### src/rtl/sfe_pkg.sv
package sfe_pkg;
  parameter int M_W   = 9;
  parameter int R_W   = 6;
  parameter int A_W   = 4;
  parameter int E_W   = 8;
  parameter int BUS_W = 8;

  localparam int WORD_W  = 1 + M_W + R_W + A_W;
  localparam int A_LSB   = 0;
  localparam int R_LSB   = A_W;
  localparam int M_LSB   = A_W + R_W;
  localparam int PRE_BIT = WORD_W - 1;
  // parallel field splits
  localparam int M_LO    = BUS_W - 1;
  localparam int M_HI    = M_W - M_LO;
  localparam int R_LO    = BUS_W - A_W;
  localparam int R_HI    = R_W - R_LO;

  typedef enum logic [1:0] {
    MODE_PAR = 2'd0,
    MODE_SER = 2'd1,
    MODE_DIR = 2'd2
  } mode_e;

  function automatic mode_e decode_mode(input logic b, input logic s);
    if (b)      return MODE_DIR;
    else if (s) return MODE_SER;
    else        return MODE_PAR;
  endfunction
endpackage

### src/rtl/sfe_sync.sv
module sfe_sync #(
  parameter int N    = 4,
  parameter bit EDGE = 1'b0
) (
  input  logic         clk,
  input  logic         rst,
  input  logic [N-1:0] din,
  output logic [N-1:0] q
);
  logic [N-1:0] s1, s2;

  always_ff @(posedge clk) begin
    if (rst) begin
      s1 <= '0;
      s2 <= '0;
    end else begin
      s1 <= din;
      s2 <= s1;
    end
  end

  generate
    if (EDGE) begin : g_edge
      logic [N-1:0] s3;
      always_ff @(posedge clk) begin
        if (rst) s3 <= '0;
        else     s3 <= s2;
      end
      assign q = s2 & ~s3;
    end else begin : g_level
      assign q = s2;
    end
  endgenerate
endmodule

### src/rtl/sfe_word_regs.sv
module sfe_word_regs
  import sfe_pkg::*;
(
  input  logic              clk,
  input  logic              rst,
  input  mode_e             mode,
  input  logic              sclk_rise,
  input  logic              load_rise,
  input  logic              aux_rise,
  input  logic              m1_rise,
  input  logic              m2_rise,
  input  logic              a_rise,
  input  logic              hop_rise,
  input  logic              load_n_lvl,
  input  logic              aux_lvl,
  input  logic              sdata_lvl,
  input  logic [BUS_W-1:0]  bus_lvl,
  output logic [WORD_W-1:0] prim_q,
  output logic [WORD_W-1:0] sec_q,
  output logic [E_W-1:0]    aux_q
);
  logic              shift_en, par_en, xfer;
  logic [WORD_W-1:0] prim_nxt;
  logic [E_W-1:0]    aux_nxt;

  always_comb begin
    shift_en = (mode == MODE_SER) && sclk_rise && !load_n_lvl;
    par_en   = (mode == MODE_PAR);
    xfer     = ((mode != MODE_DIR) && hop_rise) ||
               ((mode == MODE_SER) && load_rise);
    prim_nxt = prim_q;
    aux_nxt  = aux_q;
    if (shift_en) begin
      if (aux_lvl) aux_nxt  = {aux_q[E_W-2:0], sdata_lvl};
      else         prim_nxt = {prim_q[WORD_W-2:0], sdata_lvl};
    end
    if (par_en) begin
      if (m1_rise) begin
        prim_nxt[PRE_BIT]          = bus_lvl[BUS_W-1];
        prim_nxt[M_LSB +: M_LO]    = bus_lvl[M_LO-1:0];
      end
      if (m2_rise) begin
        prim_nxt[M_LSB+M_LO +: M_HI] = bus_lvl[M_HI-1:0];
        prim_nxt[R_LSB+R_LO +: R_HI] = bus_lvl[M_HI +: R_HI];
      end
      if (a_rise) begin
        prim_nxt[R_LSB +: R_LO] = bus_lvl[A_W +: R_LO];
        prim_nxt[A_LSB +: A_W]  = bus_lvl[A_W-1:0];
      end
      if (aux_rise) aux_nxt = bus_lvl[E_W-1:0];
    end
  end

  always_ff @(posedge clk) begin
    if (rst) begin
      prim_q <= '0;
      sec_q  <= '0;
      aux_q  <= '0;
    end else begin
      prim_q <= prim_nxt;
      aux_q  <= aux_nxt;
      if (xfer) sec_q <= prim_q;
    end
  end
endmodule

### src/rtl/sfe_out_sel.sv
module sfe_out_sel
  import sfe_pkg::*;
(
  input  logic              clk,
  input  logic              rst,
  input  mode_e             mode,
  input  logic              fsel_ser,
  input  logic              fsel_par,
  input  logic [WORD_W-1:0] prim_q,
  input  logic [WORD_W-1:0] sec_q,
  input  logic              dir_pre_n,
  input  logic [M_W-1:0]    dir_m,
  input  logic [R_W-1:0]    dir_r,
  input  logic [A_W-1:0]    dir_a,
  output logic              presc_en_n,
  output logic [M_W-1:0]    m_val,
  output logic [R_W-1:0]    r_val,
  output logic [A_W-1:0]    a_val
);
  logic [WORD_W-1:0] src;

  always_comb begin
    unique case (mode)
      MODE_DIR: src = {dir_pre_n, dir_m, dir_r, dir_a};
      MODE_SER: src = fsel_ser ? prim_q : sec_q;
      default:  src = fsel_par ? prim_q : sec_q;
    endcase
  end

  always_ff @(posedge clk) begin
    if (rst) begin
      presc_en_n <= 1'b0;
      m_val      <= '0;
      r_val      <= '0;
      a_val      <= '0;
    end else begin
      presc_en_n <= src[PRE_BIT];
      m_val      <= src[M_LSB +: M_W];
      r_val      <= src[R_LSB +: R_W];
      a_val      <= src[A_LSB +: A_W];
    end
  end
endmodule

### src/rtl/synth_prog_frontend.sv
module synth_prog_frontend
  import sfe_pkg::*;
(
  input  logic             clk,
  input  logic             rst,
  input  logic             bmode,
  input  logic             smode,
  input  logic             sdata,
  input  logic             sclk,
  input  logic             load_n,
  input  logic             aux_wr,
  input  logic             fsel_ser,
  input  logic             fsel_par,
  input  logic [BUS_W-1:0] pbus,
  input  logic             m1_wr,
  input  logic             m2_wr,
  input  logic             a_wr,
  input  logic             hop_wr,
  input  logic             dir_pre_n,
  input  logic [M_W-1:0]   dir_m,
  input  logic [R_W-1:0]   dir_r,
  input  logic [A_W-1:0]   dir_a,
  output logic             presc_en_n,
  output logic [M_W-1:0]   m_val,
  output logic [R_W-1:0]   r_val,
  output logic [A_W-1:0]   a_val,
  output logic [E_W-1:0]   aux_val
);
  localparam int NE = 7;
  localparam int NL = BUS_W + 3;

  mode_e             mode;
  logic [NE-1:0]     edges;
  logic [NL-1:0]     levels;
  logic [WORD_W-1:0] prim_q, sec_q;
  logic [E_W-1:0]    aux_q;

  assign mode = decode_mode(bmode, smode);

  sfe_sync #(.N(NE), .EDGE(1'b1)) u_edge_sync (
    .clk (clk),
    .rst (rst),
    .din ({hop_wr, a_wr, m2_wr, m1_wr, aux_wr, load_n, sclk}),
    .q   (edges)
  );

  sfe_sync #(.N(NL), .EDGE(1'b0)) u_level_sync (
    .clk (clk),
    .rst (rst),
    .din ({pbus, sdata, aux_wr, load_n}),
    .q   (levels)
  );

  sfe_word_regs u_regs (
    .clk        (clk),
    .rst        (rst),
    .mode       (mode),
    .sclk_rise  (edges[0]),
    .load_rise  (edges[1]),
    .aux_rise   (edges[2]),
    .m1_rise    (edges[3]),
    .m2_rise    (edges[4]),
    .a_rise     (edges[5]),
    .hop_rise   (edges[6]),
    .load_n_lvl (levels[0]),
    .aux_lvl    (levels[1]),
    .sdata_lvl  (levels[2]),
    .bus_lvl    (levels[3 +: BUS_W]),
    .prim_q     (prim_q),
    .sec_q      (sec_q),
    .aux_q      (aux_q)
  );

  sfe_out_sel u_out (
    .clk        (clk),
    .rst        (rst),
    .mode       (mode),
    .fsel_ser   (fsel_ser),
    .fsel_par   (fsel_par),
    .prim_q     (prim_q),
    .sec_q      (sec_q),
    .dir_pre_n  (dir_pre_n),
    .dir_m      (dir_m),
    .dir_r      (dir_r),
    .dir_a      (dir_a),
    .presc_en_n (presc_en_n),
    .m_val      (m_val),
    .r_val      (r_val),
    .a_val      (a_val)
  );

  assign aux_val = aux_q;
endmodule

### config.mk
export PLATFORM = sky130hd
export DESIGN_NAME = synth_prog_frontend
export DESIGN_NICKNAME = d
export VERILOG_FILES = /design/src/rtl/sfe_pkg.sv /design/src/rtl/sfe_sync.sv /design/src/rtl/sfe_word_regs.sv /design/src/rtl/sfe_out_sel.sv /design/src/rtl/synth_prog_frontend.sv
export SDC_FILE = /design/constraint.sdc
export NUM_CORES = 1
export LEC_CHECK = 0
export CAP_MARGIN = 10
export CORE_UTILIZATION = 55
export CTS_BUF_LIST = sky130_fd_sc_hd__clkbuf_16
export DETAILED_ROUTE_END_ITERATION = 8
export DONT_BUFFER_PORTS = 1
export PLACE_DENSITY = 0.7
export SYNTH_ARGS = -nofsm -noshare
export SYNTH_HDL_FRONTEND = slang
export SYNTH_SLANG_ARGS = --single-unit
### constraint.sdc
create_clock -name clk -period 1.75 [get_ports clk]
set_clock_uncertainty 0.1 [all_clocks]
set_input_delay 0.175 -clock clk [delete_from_list [all_inputs] [get_ports clk]]
set_output_delay 0.175 -clock clk [all_outputs]
set_load 0.02 [all_outputs]
=== After elaboration in Yosys (flattened, before gate mapping) ===
Cells that the tools add are included.

* Bitwise logic cells: 2
* Muxes and demuxes: 17
* Eq/ne operators: 3
* Reductions and logical operators: 7

{| class="wikitable"
|+ Operators with widths
! operator !! number
|-
| $mux W20 || 5
|-
| $mux W8 || 5
|-
| $pmux W20 S2 || 1
|-
| $and A7 B7 Y7 || 1
|-
| $mux W7 || 1
|-
| $not A7 Y7 || 1
|-
| $mux W2 || 3
|-
| $logic_and A1 B1 Y1 || 4
|-
| $eq A2 B1 Y1 const B || 1
|-
| $eq A2 B2 Y1 const B || 1
|-
| $logic_not A2 Y1 || 1
|-
| $mux W1 || 2
|-
| $ne A2 B2 Y1 const B || 1
|-
| $logic_not A1 Y1 || 1
|-
| $logic_or A1 B1 Y1 || 1
|}

* Output and inout port bits: 28
* Bits of input ports: 42
* Logic and storage cells: 41
* Register bits: 111

=== Longest topological paths before layout ===
Gate-level depths: netlist of the first run.

* Depth in word-level cells: 8
* Mapped depth: 6
* Depth with buffers taken out: 3

=== By module ===
Synthesis of the first run repeated with hierarchy kept, for this count alone.

* Cells, all modules: 472
* Area, all modules: 5167.5 um^2

{| class="wikitable"
|+ Modules (own cells, without submodules)
! module !! times used !! seq. area each (um^2) !! area each (um^2) !! cells each
|-
| sfe_word_regs || 1 || 960.9 || 2321.0 || 256
|-
| sfe_out_sel || 1 || 400.4 || 1524.0 || 118
|-
| sfe_sync (u_edge_sync) || 1 || 420.4 || 668.1 || 51
|-
| sfe_sync (u_level_sync) || 1 || 440.4 || 640.6 || 46
|-
| synth_prog_frontend || 1 || 0.0 || 13.8 || 1
|}

=== Worst setup path before layout of the first run ===
Ideal clock, no wire load.

* Path kind: register to register
* Start: reg u_edge_sync.g_edge.s3[0]
* End: reg u_regs.prim_q[7]
* Setup time: 0.133 ns
* Cell stages (with the launch flop): 6
* Setup slack: 0.173 ns
* Required time: 1.517 ns
* Path buffers: 2
* Clock period less this slack: 1.577 ns
* Arrival: 1.343 ns
* Cells stage by stage: dfxtp_1 or4b_1 buf_2 buf_6 o21ai_1 a311oi_2

* Word-level cells in the longest chain between the ends: 7

{| class="wikitable"
|+ Ends and longest elaborated chain
! element !! line !! RTL
|-
| from (decl) || sfe_sync.sv:24 || <nowiki>logic [N-1:0] s3;</nowiki>
|-
| from (signal assigned) || sfe_sync.sv:26 || <nowiki>if (rst) s3 <= '0;</nowiki>
|-
| from (signal assigned) || sfe_sync.sv:27 || <nowiki>else s3 <= s2;</nowiki>
|-
| $not A7 Y7 (*) || sfe_sync.sv:29 || <nowiki>assign q = s2 & ~s3;</nowiki>
|-
| $and A7 B7 Y7 (*) || sfe_sync.sv:29 ||
|-
| $logic_and A1 B1 Y1 (*) (2 in series) || sfe_word_regs.sv:27 || <nowiki>shift_en = (mode == MODE_SER) && sclk_rise && !load_n_lvl;</nowiki>
|-
| $mux W20 (*) || sfe_word_regs.sv:33 || <nowiki>if (shift_en) begin</nowiki>
|-
| $mux W8 || sfe_word_regs.sv:46 || <nowiki>if (a_rise) begin</nowiki>
|-
| $mux W20 (*) || sfe_word_regs.sv:37 || <nowiki>if (par_en) begin</nowiki>
|-
| to (signal assigned) || sfe_word_regs.sv:60 || <nowiki>prim_q <= prim_nxt;</nowiki>
|-
| to (decl) || sfe_word_regs.sv:18 || <nowiki>output logic [WORD_W-1:0] prim_q,</nowiki>
|}

Every way passes the cells marked *; elsewhere a longest branch is shown, timed or not.
A chain may end at the register's enable or synchronous reset.

=== Worst setup path in the final report of the first run ===
Same ends and word-level chain as after synthesis.

==> reports/qor.tcl, run 1 <==
set qor(post_cts_buffers) 0
set qor(path_class) {reg2reg}
set qor(vias) 3216
set qor(overflow) 0
set qor(cts.root.buffer_cell) {clkbuf_16}
set qor(mostFrequentLayoutCells) {107 x dfxtp_1, 59 x dlygate4sd3_1, 48 x nor2_1}
set qor(syn-mean-instance-area_um2) 9.84
set qor(switching_share_pct) 21.8
set qor(detail-route-antenna-nets) 0
set qor(antenna_diode_count) 0
set qor(post-dp-hpwl_um) 4910
set qor(critPathRequiredTime_ps) 1840
set qor(setup_total_negative_slack_ps) 0
set qor(power.net_switching_w) 0.00106
set qor(post_drt_via_cell_ratio) 5.59
set qor(final_common_cell) {dfxtp_1}
set qor(fp.dieW_um) 90.0
set qor(grt_start_max_net_pins) 82
set qor(syn2layout_area_growth_pct) 21.5
set qor(final.hold.worst_slack_ps) 92.6
set qor(synthDominantAreaCellType) {dfxtp_1}
set qor(number_of_instances_in_the_synthesized_netlist) 433
set qor(post-route-min-period_ps) 1630
set qor(status) {finished clean}
set qor(num-nets-final) 514
set qor(timing.critical_path.arrival_ps) 1720
set qor(cts.htree.levels) 3
set qor(gp_congestion) 0.758
set qor(initial_core_util_pct) 57.8
set qor(die_height_um) 90.0
set qor(layout.core_utilization_pct) 70.3
set qor(cell_area_after_synthesis_um2) 4260
set qor(power_frac_clock_pct) 39.5
set qor(floorplan.io_pins) 70
set qor(power.share.combinational_pct) 7.1
set qor(leakage_nw) 1.94
set qor(count_of_routing_violations_after_the_opening_detailed_route_iteration) 237
set qor(grt_pass1_vias) 2963
set qor(synth_seq_cells) 107
set qor(floorplan.die_area_um2) 8100
set qor(dpl.cell_count) 500
set qor(max_slew_margin_pct) 64.1
set qor(ir_drop_uv) 539
set qor(fin_crit_sh_pct) 92.9
set qor(floorplan.core_area_um2) 7370
set qor(wirelength_um) 8520
set qor(groute.usage.overall_pct) 21.7
set qor(max_cap_viol_count) 0
set qor(yosysWarnings) 0
set qor(tritoncts_clock_tree) {yes}
set qor(rsz0062_at_grt) {false}
set qor(path_max_fanout) 28
set qor(sequentialPowerShare_pct) 53.4
set qor(grt_first_pass_wirelength_um) 14200
set qor(placement.io_buffers) 0
set qor(cp-start-kind) {flop}
set qor(holdCritPathClass) {in2reg}
set qor(slew_violations) 0
set qor(max-clock-path-buffers) 2
set qor(post-route-drc-count) 0
set qor(placement.cell_area_um2) 4270
set qor(setup-violations-final) 0
set qor(cellPowerDensity_nw_per_um2) 939
set qor(cts_num_sinks) 107
set qor(clkSlewWorstSetupHoldPaths_ps) 70
set qor(dr.pass1.iters) 4
set qor(final_layout_size_suffix_gt1_share_pct) 6.09
set qor(intPower_w) 0.00380
set qor(clk_latency_ps) 330
set qor(synthDistinctLibCells) 22
set qor(final-hold-violation-count) 0
set qor(maxClockFrequency_mhz) 615
set qor(tritoncts.num_buffers) 9
set qor(synth_top_area_share_pct) 50.3
set qor(initial_antenna_violation_count) 0
set qor(rows) 31
set qor(synth_fp_nets) 475
set qor(seq_area_frac_synth_pct) 50.3
set qor(wl_per_cell_um) 14.8
set qor(setup.worst_path.end_class) {flop}
set qor(finish.cell_count_without_fillers) 575
set qor(synth_area_leaders) {dfxtp_1 50%, mux2i_1 9.6%, nand2b_1 6.2%, nor2b_1 5.9%, a311oi_1 5.3%}
set qor(worstMarginPinSlew_ps) 538
set qor(stdcell_area_um2) 5180
## registers in the layout, indices dropped and copies added (netlist names), 6 cells and up
signal	count
u_edge_sync.s2	7
u_regs.sec_q	20
u_regs.prim_q	20
u_edge_sync.g_edge.s3	7
u_edge_sync.s1	7
u_out.m_val	9
u_out.r_val	6
u_level_sync.s1	9
u_level_sync.q	9
u_regs.aux_q	8
## metrics by stage
step           power (W)  worst slack (ps)
2_1_floorplan    0.00286               173
3_3_place_gp     0.00287               170
3_5_place_dp     0.00288               142
4_1_cts          0.00489               129
5_1_grt          0.00502              62.9
6_report         0.00486               124
## cells in the mapped netlist, drive strengths merged
cell / count
dfxtp: 107
nor2: 48
nand2b: 42
mux2i: 41
nor2b: 40
a311oi: 28
nand3: 28
o21ai: 28
a211oi: 20
buf: 20
clkbuf: 20
or4b: 5
a21oi: 1
and2: 1
inv: 1
nand2: 1
nand3b: 1
nor4b: 1
## worst paths after layout
| kind | startpoint | cells after the start | endpoint | slack [ps] |
|---|---|---|---|---|
| max reg2reg | u_edge_sync.g_edge.s3[0]$_SDFF_PP0_ | 4 | u_regs.prim_q[7]$_SDFF_PP0_ | 120 |
| min | smode | 2 | u_regs.aux_q[1]$_SDFF_PP0_ | 90 |
| min reg2reg | u_regs.sec_q[0]$_SDFFE_PP0P_ | 2 | u_regs.sec_q[0]$_SDFFE_PP0P_ | 370 |
| max | u_edge_sync.g_edge.s3[0]$_SDFF_PP0_ | 4 | u_regs.prim_q[7]$_SDFF_PP0_ | 120 |
## metal layers
layer | global-route usage [%] | wire [um] | up-vias
li1 | - | - | 1590
met1 | 29.0 | 3900 | 1507
met2 | 34.1 | 3960 | 113
met3 | 4.23 | 577 | 6
met4 | 9.54 | 87 | 0
met5 | 0 | 0 | -
## critical path, cell delays in order (launching register included)
cell and delay [ps]:
dfxtp_1 330, or4b_1 500, buf_4 240, o21ai_1 200, a311oi_2 110
## power by group through the flow
stage,sequential [W],clock [W],combinational [W]
finish,0.00260,0.00192,0.000347
global route,0.00260,0.00204,0.000379
floorplan,0.00263,0,0.000225
CTS,0.00259,0.00196,0.000342
global placement,0.00265,0,0.000221
detailed placement,0.00265,0,0.000225
## cells by family (layout without fill, tap and decap cells)
family                 count (synthesis)  after routing  share of synthesized area [%]
AOI/OAI and AO/OA                     77             77                           13.0
buffers and inverters                 41             84                           5.43
DFF                                  107            107                           50.3
muxes                                 41             41                           9.63
and+or+nand+nor                      167            167                           21.7
## cell type report
class	count	area, um2
clock inverter	6	58.8
multi-input combinational	285	1910
clock buffer	9	225
sequential	107	2140
timing repair buffer	68	716
tap	99	124
inverter	1	3.75
fill	555	2190
## what timing repair did
item                                    CTS  global route
hold buffers                             60             0
endpoints found under the setup margin    0             4
hold endpoints to repair                107             0
gates resized for setup                   0             1
Power figures use the tool's default switching activity.
==> inputs of run 2 (changes only) <==
--- a/config.mk
+++ b/config.mk
@@ -10,7 +10,8 @@
 export CTS_BUF_LIST = sky130_fd_sc_hd__clkbuf_16
 export DETAILED_ROUTE_END_ITERATION = 8
 export DONT_BUFFER_PORTS = 1
-export PLACE_DENSITY = 0.7
+export PLACE_DENSITY = 0.73
+export SKIP_CTS_REPAIR_TIMING = 1
 export SYNTH_ARGS = -nofsm -noshare
 export SYNTH_HDL_FRONTEND = slang
 export SYNTH_SLANG_ARGS = --single-unit
==> constraint.sdc (replaced) <==
create_clock -name clk -period 1.4 [get_ports clk]
set_clock_uncertainty 0.1 [all_clocks]
set_input_delay 0.14 -clock clk [delete_from_list [all_inputs] [get_ports clk]]
set_output_delay 0.14 -clock clk [all_outputs]
set_load 0.02 [all_outputs]
==> run 2 against run 1 <==
The run now ends with negative hold slack, negative setup slack left. Worst setup slack lost 290 ps. Combinational power grew 17%. Clock power grew 31%. Clock-buffer cell count is the same. Highest routed layer unchanged. Routed wire length grew 10%. Hold slack lost 320 ps. Largest cell class unchanged.
==> reports/qor.tcl, run 2 (synthesis gave the netlist of run 1 again) <==
set qor(maxClockFrequency_mhz) 637
set qor(post-route-min-period_ps) 1570
set qor(path_max_fanout) 28
set qor(final_common_cell) {dfxtp_1}
set qor(clk_latency_ps) 340
set qor(placement.cell_area_um2) 4430
set qor(count_of_routing_violations_after_the_opening_detailed_route_iteration) 343
set qor(die_height_um) 90.0
set qor(fp.dieW_um) 90.0
set qor(cp_cell_sequence) {buf_6, nor4b_4, buf_12, nand3_1, a311oi_2}
set qor(overflow) 0
set qor(initial_core_util_pct) 57.8
set qor(rows) 31
set qor(power_frac_clock_pct) 40.9
set qor(grt_start_max_net_pins) 128
set qor(gp_congestion) 0.808
set qor(groute.usage.overall_pct) 20.0
set qor(max_slew_margin_pct) 80.9
set qor(critical_path.slowest_cell) {dfxtp_2}
set qor(fin_crit_sh_pct) 112
set qor(power.net_switching_w) 0.00139
set qor(timing.critical_path.arrival_ps) 1720
set qor(wl_per_cell_um) 15.5
set qor(floorplan.io_pins) 70
set qor(grt_pass1_vias) 2680
set qor(biggestRegsByFlops) {u_regs.prim_q (20), u_regs.sec_q (20)}
set qor(leakage_nw) 1.99
set qor(setup-violations-final) 29
set qor(switching_share_pct) 22.6
set qor(mostFrequentLayoutCells) {104 x dfxtp_1, 75 x dlygate4sd3_1, 48 x nor2_1}
set qor(grt_first_pass_wirelength_um) 13000
set qor(nFillCells) 511
set qor(cp-start-kind) {flop}
set qor(final_layout_size_suffix_gt1_share_pct) 11.0
set qor(num-nets-final) 544
set qor(worstMarginPinSlew_ps) 286
set qor(path_delay_family) {simple AND/OR/NAND/NOR gates}
set qor(tritoncts.num_buffers) 9
set qor(violations) {negative hold slack, negative setup slack}
set qor(max_cap_viol_count) 0
set qor(rsz0062_at_grt) {true}
set qor(antenna_diode_count) 0
set qor(fin_ws_ps) -171
set qor(status) {finished, violations left}
set qor(post-dp-hpwl_um) 4920
set qor(max_stage_delay_ps) 330
set qor(final.hold.worst_slack_ps) -230
set qor(cts.root.buffer_cell) {clkbuf_16}
set qor(cts_num_sinks) 107
set qor(ir_drop_uv) 998
set qor(intPower_w) 0.00478
set qor(initial_antenna_violation_count) 0
set qor(worst-path-buf-inv) 2
set qor(cellPowerDensity_nw_per_um2) 1110
set qor(max-clock-path-buffers) 2
set qor(syn2layout_area_growth_pct) 29.9
set qor(vias) 3387
set qor(holdCritPathClass) {in2reg}
set qor(wirelength_um) 9370
set qor(placement.io_buffers) 0
set qor(path_class) {reg2reg}
set qor(post_drt_via_cell_ratio) 5.59
set qor(final-hold-violation-count) 50
set qor(detail-route-antenna-nets) 0
set qor(stdcell_area_um2) 5540
set qor(setup.worst_path.end_class) {flop}
set qor(cts.htree.levels) 3
set qor(floorplan.die_area_um2) 8100
set qor(clkSlewWorstSetupHoldPaths_ps) 70
set qor(slew_violations) 0
set qor(floorplan.core_area_um2) 7370
set qor(sequentialPowerShare_pct) 52.5
set qor(tritoncts_clock_tree) {yes}
set qor(dr.pass1.iters) 4
set qor(power.share.combinational_pct) 6.6
set qor(layout.core_utilization_pct) 75.1
set qor(post-route-drc-count) 0
set qor(critPathRequiredTime_ps) 1550
run 2: power by group through the flow:
stage          Sequential (W)  Clock [W]  Combinational [W]
3_3_place_gp          0.00330          0           0.000312
2_1_floorplan         0.00329          0           0.000284
5_1_grt               0.00325    0.00268           0.000444
4_1_cts               0.00323    0.00256           0.000320
6_report              0.00324    0.00252           0.000407
3_5_place_dp          0.00331          0           0.000319
run 2: path summary, 6_finish.rpt:
path                                        from                      endpoint  slack (ps)  cells past startpoint
max          u_edge_sync.g_edge.s3[0]$_SDFF_PP0_   u_regs.prim_q[5]$_SDFF_PP0_        -170                      5
min                                          rst  u_regs.prim_q[16]$_SDFF_PP0_        -230                      1
max reg2reg  u_edge_sync.g_edge.s3[0]$_SDFF_PP0_   u_regs.prim_q[5]$_SDFF_PP0_        -170                      5
min reg2reg         u_regs.sec_q[2]$_SDFFE_PP0P_  u_regs.sec_q[2]$_SDFFE_PP0P_         380                      2
run 2: stage by stage:
step | hold slack [ps] | setup WS, ps | cells | TNS [ps] | power [W]
floorplan | 168 | -144 | 433 | -2840 | 0.00358
global placement | 113 | -109 | 515 | -2750 | 0.00361
detailed placement | 117 | -152 | 515 | -3610 | 0.00362
CTS | -246 | -189 | 531 | -3990 | 0.00612
global route | -242 | -246 | 606 | -5800 | 0.00636
finish | -230 | -171 | 606 | -3650 | 0.00617
run 2: worst register-to-register path, stage by stage (launching register included):
cell and delay (ps):
dfxtp_2 330, buf_6 110, nor4b_4 320, buf_12 220, nand3_1 120, a311oi_2 280
run 2: area by class of cell:
class,instances,area (um2),share of cell area [%]
Clock buffer,9,225,4.07
Clock inverter,7,75.1,1.36
Inverter,1,3.75,0.0678
Multi-Input combinational cell,285,1960,35.3
Sequential cell,107,2150,38.8
Tap cell,99,124,2.24
Timing Repair Buffer,98,1010,18.2
run 2: routing by layer:
| metal | track usage [%] | part of all wire [%] | up-vias |
|---|---|---|---|
| met4 | 6.99 | 2.2 | 0 |
| met3 | 5.50 | 5.3 | 19 |
| met5 | 0 | 0 | - |
| met1 | 27.0 | 44 | 1606 |
| met2 | 30.7 | 49 | 109 |
| li1 | - | - | 1653 |
